--- src/rtl/g711_pkg.sv ---
package g711_pkg;
  localparam int LIN_W    = 14;
  localparam int A_W      = 13;
  localparam int CHAR_W   = 8;
  localparam int SEG_W    = 3;
  localparam int MANT_W   = 4;
  localparam int MU_BIAS  = 33;
  localparam int SEG_N    = 1 << SEG_W;
  localparam int MAG_W    = LIN_W - 1;
  localparam int AMAG_W   = A_W - 1;
  localparam int MU_CLIP  = (1 << (LIN_W - 1)) - 1 - MU_BIAS;
  localparam int A_MAX    = (1 << (A_W - 1)) - 1;
  localparam logic [CHAR_W-1:0] A_EVEN_MASK = 8'h55;
  localparam logic [CHAR_W-1:0] MU_IDLE     = 8'hFF;

  typedef enum logic { LAW_MU = 1'b0, LAW_A = 1'b1 } law_e;

  typedef struct packed {
    logic              sign;
    logic [SEG_W-1:0]  seg;
    logic [MANT_W-1:0] mant;
  } code_t;
endpackage

--- src/rtl/g711_rst_sync.sv ---
module g711_rst_sync #(
  parameter int STAGES = 2
) (
  input  logic clk,
  input  logic rst_n,
  output logic rst_sync_n
);
  logic [STAGES-1:0] sync_q;

  always_ff @(posedge clk or negedge rst_n) begin
    if (!rst_n) sync_q <= '0;
    else        sync_q <= {sync_q[STAGES-2:0], 1'b1};
  end

  assign rst_sync_n = sync_q[STAGES-1];
endmodule

--- src/rtl/g711_lead_one.sv ---
module g711_lead_one #(
  parameter int W     = 8,
  parameter int IDX_W = $clog2(W)
) (
  input  logic [W-1:0]     vec,
  output logic [IDX_W-1:0] idx,
  output logic             found
);
  always_comb begin
    idx   = '0;
    found = 1'b0;
    for (int i = 0; i < W; i++) begin
      if (vec[i]) begin
        idx   = IDX_W'(i);
        found = 1'b1;
      end
    end
  end
endmodule

--- src/rtl/g711_encoder.sv ---
module g711_encoder
  import g711_pkg::*;
(
  input  logic              clk,
  input  logic              rst_n,
  input  logic              law,
  input  logic              in_valid,
  input  logic [LIN_W-1:0]  lin_in,
  output logic              out_valid,
  output logic [CHAR_W-1:0] char_out
);
  localparam int MU_LO = MAG_W - SEG_N;
  localparam int A_LO  = AMAG_W - (SEG_N - 1);

  // mu-law path
  logic [LIN_W-1:0]  mu_abs;
  logic [MAG_W-1:0]  mu_mag, mu_biased, mu_shift;
  logic [SEG_W-1:0]  mu_seg;
  logic              mu_found;
  code_t             mu_code;

  always_comb begin
    mu_abs    = lin_in[LIN_W-1] ? (~lin_in + LIN_W'(1)) : lin_in;
    mu_mag    = (mu_abs > LIN_W'(MU_CLIP)) ? MAG_W'(MU_CLIP) : mu_abs[MAG_W-1:0];
    mu_biased = mu_mag + MAG_W'(MU_BIAS);
  end

  g711_lead_one #(.W(SEG_N), .IDX_W(SEG_W)) u_mu_lead (
    .vec   (mu_biased[MAG_W-1:MU_LO]),
    .idx   (mu_seg),
    .found (mu_found)
  );

  always_comb begin
    mu_shift     = mu_biased >> ({1'b0, mu_seg} + 4'd1);
    mu_code.sign = lin_in[LIN_W-1];
    mu_code.seg  = mu_seg;
    mu_code.mant = mu_shift[MANT_W-1:0];
  end

  // A-law path
  logic [A_W-1:0]    a_x, a_abs;
  logic [AMAG_W-1:0] a_mag, a_shift;
  logic [SEG_W-1:0]  a_idx, a_seg;
  logic              a_found;
  code_t             a_code;

  always_comb begin
    a_x   = lin_in[A_W-1:0];
    a_abs = a_x[A_W-1] ? (~a_x + A_W'(1)) : a_x;
    a_mag = (a_abs > A_W'(A_MAX)) ? AMAG_W'(A_MAX) : a_abs[AMAG_W-1:0];
  end

  g711_lead_one #(.W(SEG_N - 1), .IDX_W(SEG_W)) u_a_lead (
    .vec   (a_mag[AMAG_W-1:A_LO]),
    .idx   (a_idx),
    .found (a_found)
  );

  always_comb begin
    a_seg       = a_found ? (a_idx + SEG_W'(1)) : '0;
    a_shift     = a_mag >> a_seg;
    a_code.sign = ~a_x[A_W-1];
    a_code.seg  = a_seg;
    a_code.mant = a_found ? a_shift[MANT_W-1:0] : a_mag[MANT_W:1];
  end

  // next state and registers
  logic              valid_d, valid_q;
  logic [CHAR_W-1:0] char_d, char_q;

  always_comb begin
    valid_d = in_valid;
    char_d  = (law == LAW_A) ? (a_code ^ A_EVEN_MASK) : ~mu_code;
  end

  always_ff @(posedge clk or negedge rst_n) begin
    if (!rst_n) begin
      valid_q <= 1'b0;
      char_q  <= MU_IDLE;
    end else begin
      valid_q <= valid_d;
      if (in_valid) char_q <= char_d;
    end
  end

  assign out_valid = valid_q;
  assign char_out  = char_q;


  enc_valid_follow_chk: assert property (@(posedge clk) disable iff (!rst_n)
    in_valid |=> out_valid);

  enc_hold_chk: assert property (@(posedge clk) disable iff (!rst_n)
    !in_valid |=> (!out_valid && $stable(char_out)));

  enc_mu_sign_chk: assert property (@(posedge clk) disable iff (!rst_n)
    (in_valid && law == LAW_MU && !lin_in[LIN_W-1]) |=> char_out[CHAR_W-1]);

  enc_a_sign_chk: assert property (@(posedge clk) disable iff (!rst_n)
    (in_valid && law == LAW_A) |=> (char_out[CHAR_W-1] == !$past(lin_in[A_W-1])));

  enc_mu_zero_chk: assert property (@(posedge clk) disable iff (!rst_n)
    (in_valid && law == LAW_MU && lin_in == '0) |=> (char_out == MU_IDLE));
endmodule

--- src/rtl/g711_decoder.sv ---
module g711_decoder
  import g711_pkg::*;
(
  input  logic              clk,
  input  logic              rst_n,
  input  logic              law,
  input  logic              in_valid,
  input  logic [CHAR_W-1:0] char_in,
  output logic              out_valid,
  output logic [LIN_W-1:0]  lin_out
);
  // mu-law path
  code_t             mu_c;
  logic [MANT_W+1:0] mu_mid;
  logic [MAG_W-1:0]  mu_up, mu_mag;
  logic [LIN_W-1:0]  mu_lin;

  always_comb begin
    mu_c   = ~char_in;
    mu_mid = {1'b1, mu_c.mant, 1'b1};
    mu_up  = MAG_W'(mu_mid) << mu_c.seg;
    mu_mag = mu_up - MAG_W'(MU_BIAS);
    mu_lin = mu_c.sign ? (LIN_W'(0) - {1'b0, mu_mag}) : {1'b0, mu_mag};
  end

  // A-law path
  code_t             a_c;
  logic [MANT_W+1:0] a_mid;
  logic [AMAG_W-1:0] a_mag;
  logic [A_W-1:0]    a_signed;
  logic [LIN_W-1:0]  a_lin;

  always_comb begin
    a_c   = char_in ^ A_EVEN_MASK;
    a_mid = {1'b1, a_c.mant, 1'b1};
    if (a_c.seg == '0) a_mag = AMAG_W'({a_c.mant, 1'b1});
    else               a_mag = AMAG_W'(a_mid) << (a_c.seg - SEG_W'(1));
    a_signed = a_c.sign ? {1'b0, a_mag} : (A_W'(0) - {1'b0, a_mag});
    a_lin    = {{(LIN_W-A_W){a_signed[A_W-1]}}, a_signed};
  end

  // next state and registers
  logic             valid_d, valid_q;
  logic [LIN_W-1:0] lin_d, lin_q;

  always_comb begin
    valid_d = in_valid;
    lin_d   = (law == LAW_A) ? a_lin : mu_lin;
  end

  always_ff @(posedge clk or negedge rst_n) begin
    if (!rst_n) begin
      valid_q <= 1'b0;
      lin_q   <= '0;
    end else begin
      valid_q <= valid_d;
      if (in_valid) lin_q <= lin_d;
    end
  end

  assign out_valid = valid_q;
  assign lin_out   = lin_q;


  dec_valid_follow_chk: assert property (@(posedge clk) disable iff (!rst_n)
    in_valid |=> out_valid);

  dec_hold_chk: assert property (@(posedge clk) disable iff (!rst_n)
    !in_valid |=> (!out_valid && $stable(lin_out)));

  dec_pos_sign_chk: assert property (@(posedge clk) disable iff (!rst_n)
    (in_valid && char_in[CHAR_W-1]) |=> !lin_out[LIN_W-1]);

  dec_mu_zero_chk: assert property (@(posedge clk) disable iff (!rst_n)
    (in_valid && law == LAW_MU && char_in[CHAR_W-2:0] == 7'h7F) |=> (lin_out == '0));

  dec_a_nonzero_chk: assert property (@(posedge clk) disable iff (!rst_n)
    (in_valid && law == LAW_A) |=> (lin_out != '0));
endmodule

--- src/rtl/g711_codec.sv ---
module g711_codec
  import g711_pkg::*;
(
  input  logic              clk,
  input  logic              rst_n,
  input  logic              enc_law,
  input  logic              enc_valid_in,
  input  logic [LIN_W-1:0]  enc_lin_in,
  output logic              enc_valid_out,
  output logic [CHAR_W-1:0] enc_char_out,
  input  logic              dec_law,
  input  logic              dec_valid_in,
  input  logic [CHAR_W-1:0] dec_char_in,
  output logic              dec_valid_out,
  output logic [LIN_W-1:0]  dec_lin_out
);
  logic rst_sync_n;

  g711_rst_sync #(.STAGES(2)) u_rst_sync (
    .clk        (clk),
    .rst_n      (rst_n),
    .rst_sync_n (rst_sync_n)
  );

  g711_encoder u_enc (
    .clk       (clk),
    .rst_n     (rst_sync_n),
    .law       (enc_law),
    .in_valid  (enc_valid_in),
    .lin_in    (enc_lin_in),
    .out_valid (enc_valid_out),
    .char_out  (enc_char_out)
  );

  g711_decoder u_dec (
    .clk       (clk),
    .rst_n     (rst_sync_n),
    .law       (dec_law),
    .in_valid  (dec_valid_in),
    .char_in   (dec_char_in),
    .out_valid (dec_valid_out),
    .lin_out   (dec_lin_out)
  );
endmodule

--- config.mk ---
export PLATFORM = sky130hd
export DESIGN_NAME = g711_codec
export DESIGN_NICKNAME = d
export VERILOG_FILES = /design/src/rtl/g711_pkg.sv /design/src/rtl/g711_rst_sync.sv /design/src/rtl/g711_lead_one.sv /design/src/rtl/g711_encoder.sv /design/src/rtl/g711_decoder.sv /design/src/rtl/g711_codec.sv
export SDC_FILE = /design/constraint.sdc
export NUM_CORES = 1
export LEC_CHECK = 0
export ABC_AREA = 1
export BUFFER_PORTS_ARGS = -buffer_cell sky130_fd_sc_hd__buf_2
export CAP_MARGIN = 5
export CORE_MARGIN = 2
export CORE_UTILIZATION = 40
export CTS_CLUSTER_SIZE = 16
export DETAILED_ROUTE_END_ITERATION = 10
export HOLD_SLACK_MARGIN = 0.15
export PLACE_DENSITY = 0.69
export SETUP_SLACK_MARGIN = 0.15
export SLEW_MARGIN = 20
export SYNTH_ARGS = -nofsm -noshare
export SYNTH_HDL_FRONTEND = slang
export SYNTH_SLANG_ARGS = --single-unit
--- constraint.sdc ---
create_clock -name clk -period 1.2 [get_ports clk]
set_clock_uncertainty 0.05 [all_clocks]
set_input_delay 0.06 -clock clk [delete_from_list [all_inputs] [get_ports clk]]
set_output_delay 0.06 -clock clk [all_outputs]
set_load 0.02 [all_outputs]
* Word level (Yosys, flattened, before mapping) *
Cells that the tools add are included.

operators by class
  add/sub/neg operators = 9
  multipliers = 0
  div/mod/pow operators = 0
  order comparisons = 2
  equal/unequal tests = 0
  shift-type cells = 4
  muxes and demuxes = 31
  bitwise logic cells = 7
  reduce and logical (&&, ||, !) cells = 1

operator list
  operator                                               count
  2-to-1 mux 14 bit                                      3
  2-to-1 mux 13 bit                                      3
  2-to-1 mux 3 bit                                       12
  2-to-1 mux 12 bit                                      2
  NOT 8 bit                                              2
  adder 14 x 1 -> 14 bit (second input constant)         1
  > comparator 14 x 13 -> 1 bit (second input constant)  1
  NOT 14 bit                                             1
  subtractor 1 x 13 -> 14 bit (first input constant)     1
  adder 13 x 1 -> 13 bit (second input constant)         1
  adder 13 x 6 -> 13 bit (second input constant)         1
  > comparator 13 x 12 -> 1 bit (second input constant)  1
  NOT 13 bit                                             1
  << shifter 6 x 3 -> 13 bit                             1
  right shift 13 x 4 -> 4 bit                            1
  subtractor 1 x 12 -> 13 bit (first input constant)     1
  subtractor 13 x 6 -> 13 bit (second input constant)    1
  << shifter 6 x 3 -> 12 bit                             1
  right shift 12 x 3 -> 4 bit                            1
  2-to-1 mux 1 bit                                       9
  2-to-1 mux 8 bit                                       1
  NOT 4 bit                                              2
  adder 3 x 1 -> 4 bit (second input constant)           1
  2-to-1 mux 4 bit                                       1
  4 further kinds                                        4

word-level totals
  bits in registers = 26
  latch bits = 0
  RAM bits = 0
  bits in read-only memories = 0
  input port bits = 28
  logic and storage cells = 59
  memories = 0

* Depth between registers and ports, before layout *
Gate-level depths: netlist of the first run.

  word-level depth = 17
  gate-level depth with buffers = 32
  gate-level depth less buffers = 31

* Modules after synthesis *
From an unflattened synthesis of the first run, not the netlist that was laid out.

unflattened totals
  cell total of the unflattened synthesis = 775
  area, all modules = 4,385.5 µm²

modules (own cells, without submodules)
  module                            times used  cells each  area each (µm²)  sequential area each (µm²)
  g711_encoder                      1           378         2,099.5          235.2
  g711_decoder                      1           358         2,082.0          375.4
  g711_lead_one at u_enc.u_mu_lead  1           20          77.6             0.0
  g711_lead_one at u_enc.u_a_lead   1           16          72.6             0.0
  g711_rst_sync                     1           3           53.8             50.0

* Worst setup path after synthesis of the first run *
Ideal clock, no wire load.

  path type = in2reg
  start point = input enc_lin_in[0]
  end point = register u_enc.char_q[0], in the netlist u_enc.char_out[0]
  arrival time = 3.162 ns
  setup slack = -2.085 ns
  cell stages on the path = 30
  buffers on the path = 1
  path through = inv_2 -> ha_1 -> nand2_1 -> nor2_2 -> nand3b_1 -> nor2_1 -> ha_1 -> o21ai_1 -> nand2_1 -> nor2_2 -> nand3_4 -> nand2_4 -> buf_8 -> or2_2 -> ha_1 -> nand3_1 -> nand2_2 -> nand3b_1 -> nand2_1 -> inv_1 -> nor2_2 -> nand2_4 -> nand2_4 -> nand2_1 -> nand3_1 -> nand2_1 -> nand2_1 -> nand3_1 -> nand2_1 -> inv_1

on the way
  cells in the longest elaborated chain, start to end = 17
  elaborated cells on any way between the ends = 40
  those cells by class = add/sub (5); order compare (2); shift (2); mux (27); bitwise (4)

ends and longest elaborated chain
  element                                                                                line                                     text
  from (decl)                                                                            g711_codec.sv:8                          input logic [LIN_W-1:0] enc_lin_in,
  NOT 14 bit / NOT 13 bit (equally long branches)                                        g711_encoder.sv:23, g711_encoder.sv:50
  adder 14 x 1 -> 14 bit / adder 13 x 1 -> 13 bit (equally long branches)                g711_encoder.sv:23, g711_encoder.sv:50
  2-to-1 mux 14 bit / 2-to-1 mux 13 bit (equally long branches)                          g711_encoder.sv:23, g711_encoder.sv:50
  > comparator 14 x 13 -> 1 bit / > comparator 13 x 12 -> 1 bit (equally long branches)  g711_encoder.sv:24, g711_encoder.sv:51
  2-to-1 mux 13 bit / 2-to-1 mux 12 bit (equally long branches)                          g711_encoder.sv:24, g711_encoder.sv:51
  adder 13 x 6 -> 13 bit / 2-to-1 mux 1 bit (equally long branches)                      g711_encoder.sv:25, g711_lead_one.sv:13
  2-to-1 mux 1 bit / 2-to-1 mux 3 bit (equally long branches)                            g711_lead_one.sv:13                      if (vec[i]) begin
  2-to-1 mux 3 bit / 2-to-1 mux 1 bit (equally long branches) (4 in series)              g711_lead_one.sv:13
  2-to-1 mux 3 bit, or another cell as far along                                         g711_lead_one.sv:13
  2-to-1 mux 3 bit (on tied branches)                                                    g711_lead_one.sv:13, g711_encoder.sv:61
  adder 3 x 1 -> 4 bit / right shift 12 x 3 -> 4 bit (equally long branches)             g711_encoder.sv:35, g711_encoder.sv:62
  right shift 13 x 4 -> 4 bit / 2-to-1 mux 4 bit (equally long branches)                 g711_encoder.sv:35, g711_encoder.sv:65
  NOT 8 bit / NOT 4 bit (equally long branches)                                          n/a
  2-to-1 mux 8 bit *                                                                     g711_encoder.sv:74                       char_d = (law == LAW_A) ? (a_code ^ A_EVEN_MASK) : ~mu_code;
  to (signal assigned)                                                                   g711_encoder.sv:83                       if (in_valid) char_q <= char_d;
  to (decl)                                                                              g711_encoder.sv:70                       logic [CHAR_W-1:0] char_d, char_q;

Every way passes the cells marked *; elsewhere a longest branch is shown, timed or not.
A chain may end at the register's enable or synchronous reset.

* Worst setup path after layout of the first run *
  start point = input enc_lin_in[0]
  end point = register u_enc.char_q[1], in the netlist u_enc.char_out[1]

on the way
  cells in the longest elaborated chain, start to end = 17
  elaborated cells on any way between the ends = 39
  those cells by class = add/sub (5); order compare (2); shift (2); mux (27); bitwise (3)

ends and longest elaborated chain
  element                         line                 text
  NOT 14 bit                      g711_encoder.sv:23   mu_abs = lin_in[LIN_W-1] ? (~lin_in + LIN_W'(1)) : lin_in;
  adder 14 x 1 -> 14 bit          g711_encoder.sv:23
  2-to-1 mux 14 bit               g711_encoder.sv:23
  > comparator 14 x 13 -> 1 bit   g711_encoder.sv:24   mu_mag = (mu_abs > LIN_W'(MU_CLIP)) ? MAG_W'(MU_CLIP) : mu_abs[MAG_W-1:0];
  2-to-1 mux 13 bit               g711_encoder.sv:24
  adder 13 x 6 -> 13 bit          g711_encoder.sv:25   mu_biased = mu_mag + MAG_W'(MU_BIAS);
  2-to-1 mux 1 bit                g711_lead_one.sv:13
  2-to-1 mux 3 bit (6 in series)  g711_lead_one.sv:13
  adder 3 x 1 -> 4 bit            g711_encoder.sv:35   mu_shift = mu_biased >> ({1'b0, mu_seg} + 4'd1);
  right shift 13 x 4 -> 4 bit     g711_encoder.sv:35
  NOT 8 bit                       g711_encoder.sv:74
  2-to-1 mux 8 bit *              g711_encoder.sv:74

Marked as above.

==> results of run 1 <==
==> metrics by stage <==
step                      util [%]  std cells  power [mW]  setup TNS, ns  area (um^2)
after floorplan                  -        736        2.81         -21.70         4480
final                         78.6       1198        6.23         -24.57         8040
after CTS                     72.7       1179        5.52         -20.57         7430
after detailed placement      63.3       1128        4.25         -30.31         6470
after global routing          78.6       1198        6.53         -26.88         8040
after global placement        63.3       1128        4.16         -28.04         6470
==> critical path: cells and delay by family <==
family	cells	cell delay, ns
buffers and inverters	6	0.57
AO/OA/AOI/OAI	1	0.12
adder cells (fa/ha/maj)	2	0.35
AND/OR/NAND/NOR	19	2.25
==> synth_stat cells, drive strengths merged, types with 2 or more instances <==
cell,n,share of area (%)
a31oi,10,1.5
o22ai,3,0.45
nand3,89,12
dfstp,8,5.0
o211ai,14,2.6
a21boi,2,0.36
clkbuf,13,1.2
xor2,5,1.0
o31ai,2,0.48
o21a,3,0.54
ha,14,4.2
o21bai,5,0.90
o41ai,2,0.42
nand2,181,17
nand4,7,1.3
clkinv,3,0.30
xnor2,3,0.63
inv,105,9.5
o21ai,75,9.2
or2,10,1.5
buf,7,0.99
nor3,10,1.3
nor2,98,10
dfrtp,18,11
a21oi,38,4.7
nand3b,7,1.3
==> placed cells by master (no fill, tap or decap), drive strengths merged, types with 2 or more instances in the layout <==
cell type    synthesis  layout
o21ai               75      75
o41ai                2       2
xnor2                3       3
buf                  7     330
a21oi               38      38
nand3               89      89
a21boi               2       2
o31ai                2       2
or2                 10      10
xor2                 5       5
o211ai              14      14
nand4                7       8
nor2                98      98
dlygate4sd3          0       8
ha                  14      14
a31oi               10      10
inv                105     104
dfstp                8       8
nor3                10      10
o21bai               5       5
nand3b               7       7
o21a                 3       3
clkbuf              13       4
nand2              181     183
o22ai                3       3
dfrtp               18      18
clkinv               3       4
==> metal layers <==
metal,up-vias,wire length [um],share of wire [%],track usage [%]
met2,401,10300,50,56.4
met3,116,1510,7.3,4.23
met1,3136,7680,37,35.9
met4,0,1180,5.7,8.46
met5,-,0,0,0
li1,3089,-,-,-
==> power by group through the flow <==
stage | clock [mW] | combinational (mW) | sequential [mW]
final | 0.743 | 4.36 | 1.12
after CTS | 0.739 | 3.67 | 1.11
after global placement | 0 | 3.05 | 1.11
after floorplan | 0 | 1.54 | 1.27
after global routing | 0.784 | 4.62 | 1.13
after detailed placement | 0 | 3.13 | 1.12
==> sequential cells by signal, indices dropped and copies added (netlist names) <==
register / cells
u_dec.lin_out: 14
u_dec.out_valid: 1
u_rst_sync.sync_q: 2
u_enc.out_valid: 1
u_enc.char_out: 8
==> path summary, 6_finish.rpt <==
| check | startpoint | endpoint | slack (ns) |
|---|---|---|---|
| worst max register to register | u_enc.char_out[1] | u_enc.char_out[1] | 0.26 |
| worst min register to register | u_rst_sync.sync_q[1] | u_dec.lin_out[0] | 0.19 |
| max in group asynchronous | rst_n | u_rst_sync.sync_q[0] | 0.39 |
| worst min-delay path | dec_valid_in | u_dec.lin_out[4] | 0.17 |
| min in group asynchronous | u_rst_sync.sync_q[1] | u_dec.lin_out[0] | 0.19 |
| worst max-delay path | enc_lin_in[0] | u_enc.char_out[1] | -2.01 |
==> repair_timing <==
action	in CTS	in global routing
gates cloned	4	1
hold buffers	8	1
pin swaps	86	57
buffers inserted	35	18
resized for setup	147	115
setup endpoints to repair	28	29
endpoints found under the hold margin	11	1
==> logic make-up (layout without fill, tap and decap cells) <==
| logic type | count (synthesis) | after routing | share of synthesized area (%) |
|---|---|---|---|
| compound gates | 156 | 156 | 21.5 |
| xor+xnor | 8 | 8 | 1.68 |
| fa+ha+maj | 14 | 14 | 4.19 |
| buf+inv | 128 | 451 | 11.9 |
| flops | 26 | 26 | 15.8 |
| other cells | 1 | 1 | 0.0898 |
| simple gates | 403 | 406 | 44.7 |
==> layout make-up <==
cell class	count	area, um^2	area share, %
Inverter	108	449	5.58
Tap cell	136	170	2.12
Clock inverter	1	30.0	0.373
Multi-Input combinational cell	585	3970	49.3
Sequential cell	26	661	8.21
Clock buffer	3	41.3	0.513
Timing Repair Buffer	339	2730	33.9
==> results.cfg, run 1 <==
[clock_tree]
clockBufferDepth = 2
htreeDepth = 1
path_clk_slew_ns = 0.10
numClockSinks = 26
clock_latency_ns = 0.27
cts_buffers = 3
cts_tree = done
cts-root-buf = clkbuf_8

[die]
die_x_um = 106
ioPinCount = 52
start_util_pct = 40.8
rows = 37
die_area_um2 = 11300
die_height_um = 106
coreArea_um2 = 10200

[hold_path]
hold_depth = 4
holdCritPathClass = in -> reg

[outcome]
failed_checks = setup timing
status = finished, violations left

[logic_synthesis]
syn_avg_cell_area_um2 = 5.68
ys_ff_latch = 26
synthFlopType = dfrtp_1
synth-async-reset-ratio_pct = 100
synth_seq_area_share_pct = 15.8
synth_edf_count = 0
yosys_warnings = 0
synthCells = 736
synth_cell_types = 48
synth_area_um2 = 4180
syn_nets = 778

[timing]
setup_viol = 20
clock.fmax_mhz = 312
timing.hold.ws_ns = 0.171
drv_slew = 0
fin_ws_ns = -2.01
slew_headroom_pct = 65.2
rsz0062_at_grt = true
finalHoldViolCount = 0
period_needed_ns = 3.21
fin_crit_sh_pct = 267
tightest_slew_ns = 0.522

[drt]
route.detailed.drc = 0
wirelength_mm = 20.7
drt_iter0_markers = 832
antenna_left = 0
routed-via-count = 6742
via_per_inst = 5.63
routedWlPerCell_um = 17.3
dr.pass1.iters = 6

[power_and_ir_drop]
p_clk_share_pct = 11.9
pwr-share-seq_pct = 18.0
powerDensity_nw_per_um2 = 774
switching_share_pct = 44.8
cellLeakagePower_nw = 3.97
ir_worst_vdd_mv = 0.545
comb_power_share_pct = 70.0
intPower_mw = 3.44
netSwitchingPower_mw = 2.79

[critical_path]
startpoint_type = primary input
slowest_delay_ns = 0.22
end_kind = flop
crit_path_max_fanout = 10
critical_path_required_ns = 1.37
critPathArrivalTime_ns = 3.38
rr_worst_depth = 3
cpMaxStageDelayCell = nand4_2
path_common_cell = nor2_2
path_class = in -> reg

[place]
post-dp-hpwl_mm = 12.2
gp_congestion = 0.967
pre_cts_ws_ns = -2.16
portBuffers = 51

[layout]
area_growth_pct = 92.5
drive_gt1_share_pct = 54.4
nets = 1105
nFillCells = 628
diodes = 0

[grt]
grt_max_degree = 25
first_global_vias = 6352
grt_overflow_total = 0
grt_pass1_wl_mm = 28.4
track_usage_pct = 30.2
antenna_found_initial = 0

[job]
cap_violations = 0
Power figures use the tool's default switching activity.
==> run 2, diff against run 1 <==
--- a/config.mk
+++ b/config.mk
@@ -7,4 +7,5 @@
 export LEC_CHECK = 0
 export ABC_AREA = 1
+export ABC_CLOCK_PERIOD_IN_PS = 1200
 export BUFFER_PORTS_ARGS = -buffer_cell sky130_fd_sc_hd__buf_2
 export CAP_MARGIN = 5
==> constraint.sdc (replaced) <==
create_clock -name clk -period 1.2 [get_ports clk]
set_clock_uncertainty 0.05 [all_clocks]
set_input_delay 0.12 -clock clk [delete_from_list [all_inputs] [get_ports clk]]
set_output_delay 0.12 -clock clk [all_outputs]
set_load 0.02 [all_outputs]
==> run 2 against run 1 <==
Compared with the run above:
- the run still ends with setup timing left
- count of clock-buffer cells in the layout unchanged
- core utilization fell by 0.88 points
- wire length rose by 0.87%
- global-route usage is 0.64 points lower
- power shrank 1.8%
- hold slack improved by 0.017 ns
- critical path depth increased by 3
==> results.cfg, run 2 (same netlist as run 1, synthesis figures left out) <==
[outcome]
status = finished, violations left
failed_checks = setup timing

[timing]
rsz0062_at_grt = true
setup_viol = 20
timing.hold.ws_ns = 0.188
tightest_slew_ns = 0.654
slew_headroom_pct = 56.4
fin_ws_ns = -2.07
finalHoldViolCount = 0
finalSetupTns_ns = -27.09
period_needed_ns = 3.27
drv_slew = 0
clock.fmax_mhz = 306
fin_crit_sh_pct = 273

[grt]
track_usage_pct = 29.6
antenna_found_initial = 0
first_global_vias = 6253
grt_max_degree = 25
grt_overflow_total = 0
grt_pass1_wl_mm = 28.1

[die]
die_x_um = 106
coreArea_um2 = 10200
die_height_um = 106
rows = 37
die_area_um2 = 11300
start_util_pct = 40.8
ioPinCount = 52

[drt]
routed-via-count = 6823
dr.pass1.iters = 6
antenna_left = 0
via_per_inst = 5.69
drt_iter0_markers = 763
wirelength_mm = 20.9
route.detailed.drc = 0
routedWlPerCell_um = 17.4

[clock_tree]
cts-root-buf = clkbuf_8
cts_buffers = 3
htreeDepth = 1
clockBufferDepth = 2
numClockSinks = 26
cts_tree = done
path_clk_slew_ns = 0.09
clock_latency_ns = 0.26

[critical_path]
worst-r2r-setup-slack_ns = 0.30
worstReg2RegEnd = u_enc.char_out[5]
startpoint_type = primary input
crit_path_max_fanout = 5
end_kind = flop
r2r_start = u_enc.char_out[5]
slowest_delay_ns = 0.24
rr_worst_depth = 3
path_class = in -> reg
critPathArrivalTime_ns = 3.42
cp_top_family = simple AND/OR/NAND/NOR gates
critical_path_required_ns = 1.35
cpMaxStageDelayCell = or2_4
crit_buf_inv = 8

[place]
post-dp-hpwl_mm = 12.1
portBuffers = 51
dp.cells = 1125
gp_congestion = 0.961

[hold_path]
holdCritPathClass = reg -> async

[layout]
largest_reg_flops = 14
nFillCells = 632
drive_gt1_share_pct = 52.3
final_cells = 1199
area_growth_pct = 90.4
final_cell_mix = buf_4, nand2_1, inv_1
final_common_cell = buf_4
nets = 1106
diodes = 0

[job]
cap_violations = 0

[power_and_ir_drop]
ir_worst_vdd_mv = 0.556
powerDensity_nw_per_um2 = 769
cellLeakagePower_nw = 3.97
## run 2: cell types whose count changed in the layout (fill, tap and decap cells not counted), sizes merged
| cell | change |
|---|---|
| buf | +2 |
| clkinv | +2 |
| inv | -2 |
| bufbuf | +1 |
| clkbuf | -1 |
| dlygate4sd3 | -1 |
## run 2: area by class of cell
cell class                      instances  area (um^2)  share of cell area [%]
Timing Repair Buffer                  340         2750                    34.6
Multi-Input combinational cell        585         3850                    48.4
Tap cell                              136          170                    2.14
Sequential cell                        26          661                    8.31
Inverter                              108          454                    5.71
Clock buffer                            3         41.3                   0.519
Clock inverter                          1         30.0                   0.378
## run 2: timing repair
item / CTS / global route
gates resized for setup: 127 / 112
buffers inserted: 36 / 23
pin swaps: 70 / 67
cloned: 4 / 0
setup endpoints to repair: 28 / 29
hold buffers: 6 / 1
endpoints found under the hold margin: 8 / 1
## run 2: how the worst max path moves through the flow
| stage | startpoint | end | depth (start not counted) |
|---|---|---|---|
| detailed placement | enc_lin_in[1] | u_enc.char_out[3] | 29 |
| global route | enc_lin_in[0] | u_enc.char_out[2] | 29 |
| finish | enc_lin_in[0] | u_enc.char_out[2] | 31 |
| CTS | enc_lin_in[0] | u_enc.char_out[3] | 28 |
| floorplan | enc_lin_in[0] | u_enc.char_out[0] | 30 |
| global placement | enc_lin_in[1] | u_enc.char_out[0] | 30 |
## run 2: through the flow
step / area [um^2] / utilization [%] / worst slack [ns] / total power, mW
2_1_floorplan: 4480 / - / -1.94 / 2.81
3_3_place_gp: 6480 / 63.3 / -2.05 / 4.14
3_5_place_dp: 6480 / 63.3 / -2.27 / 4.23
4_1_cts: 7360 / 71.9 / -1.89 / 5.45
5_1_grt: 7950 / 77.7 / -2.22 / 6.42
6_report: 7950 / 77.7 / -2.07 / 6.11
## run 2: power breakdown
| group | switching (mW) | total [mW] | internal (mW) |
|---|---|---|---|
| clock | 0.268 | 0.714 | 0.446 |
| combinational | 2.34 | 4.28 | 1.94 |
| sequential | 0.0882 | 1.12 | 1.03 |
## run 2: routing by layer
| layer | up-vias | part of all wire (%) | GRT usage [%] |
|---|---|---|---|
| li1 | 3085 | - | - |
| met1 | 3165 | 38 | 37.4 |
| met2 | 436 | 49 | 53.3 |
| met3 | 137 | 6.7 | 1.96 |
| met4 | 0 | 6.8 | 9.77 |
| met5 | - | 0 | 0 |
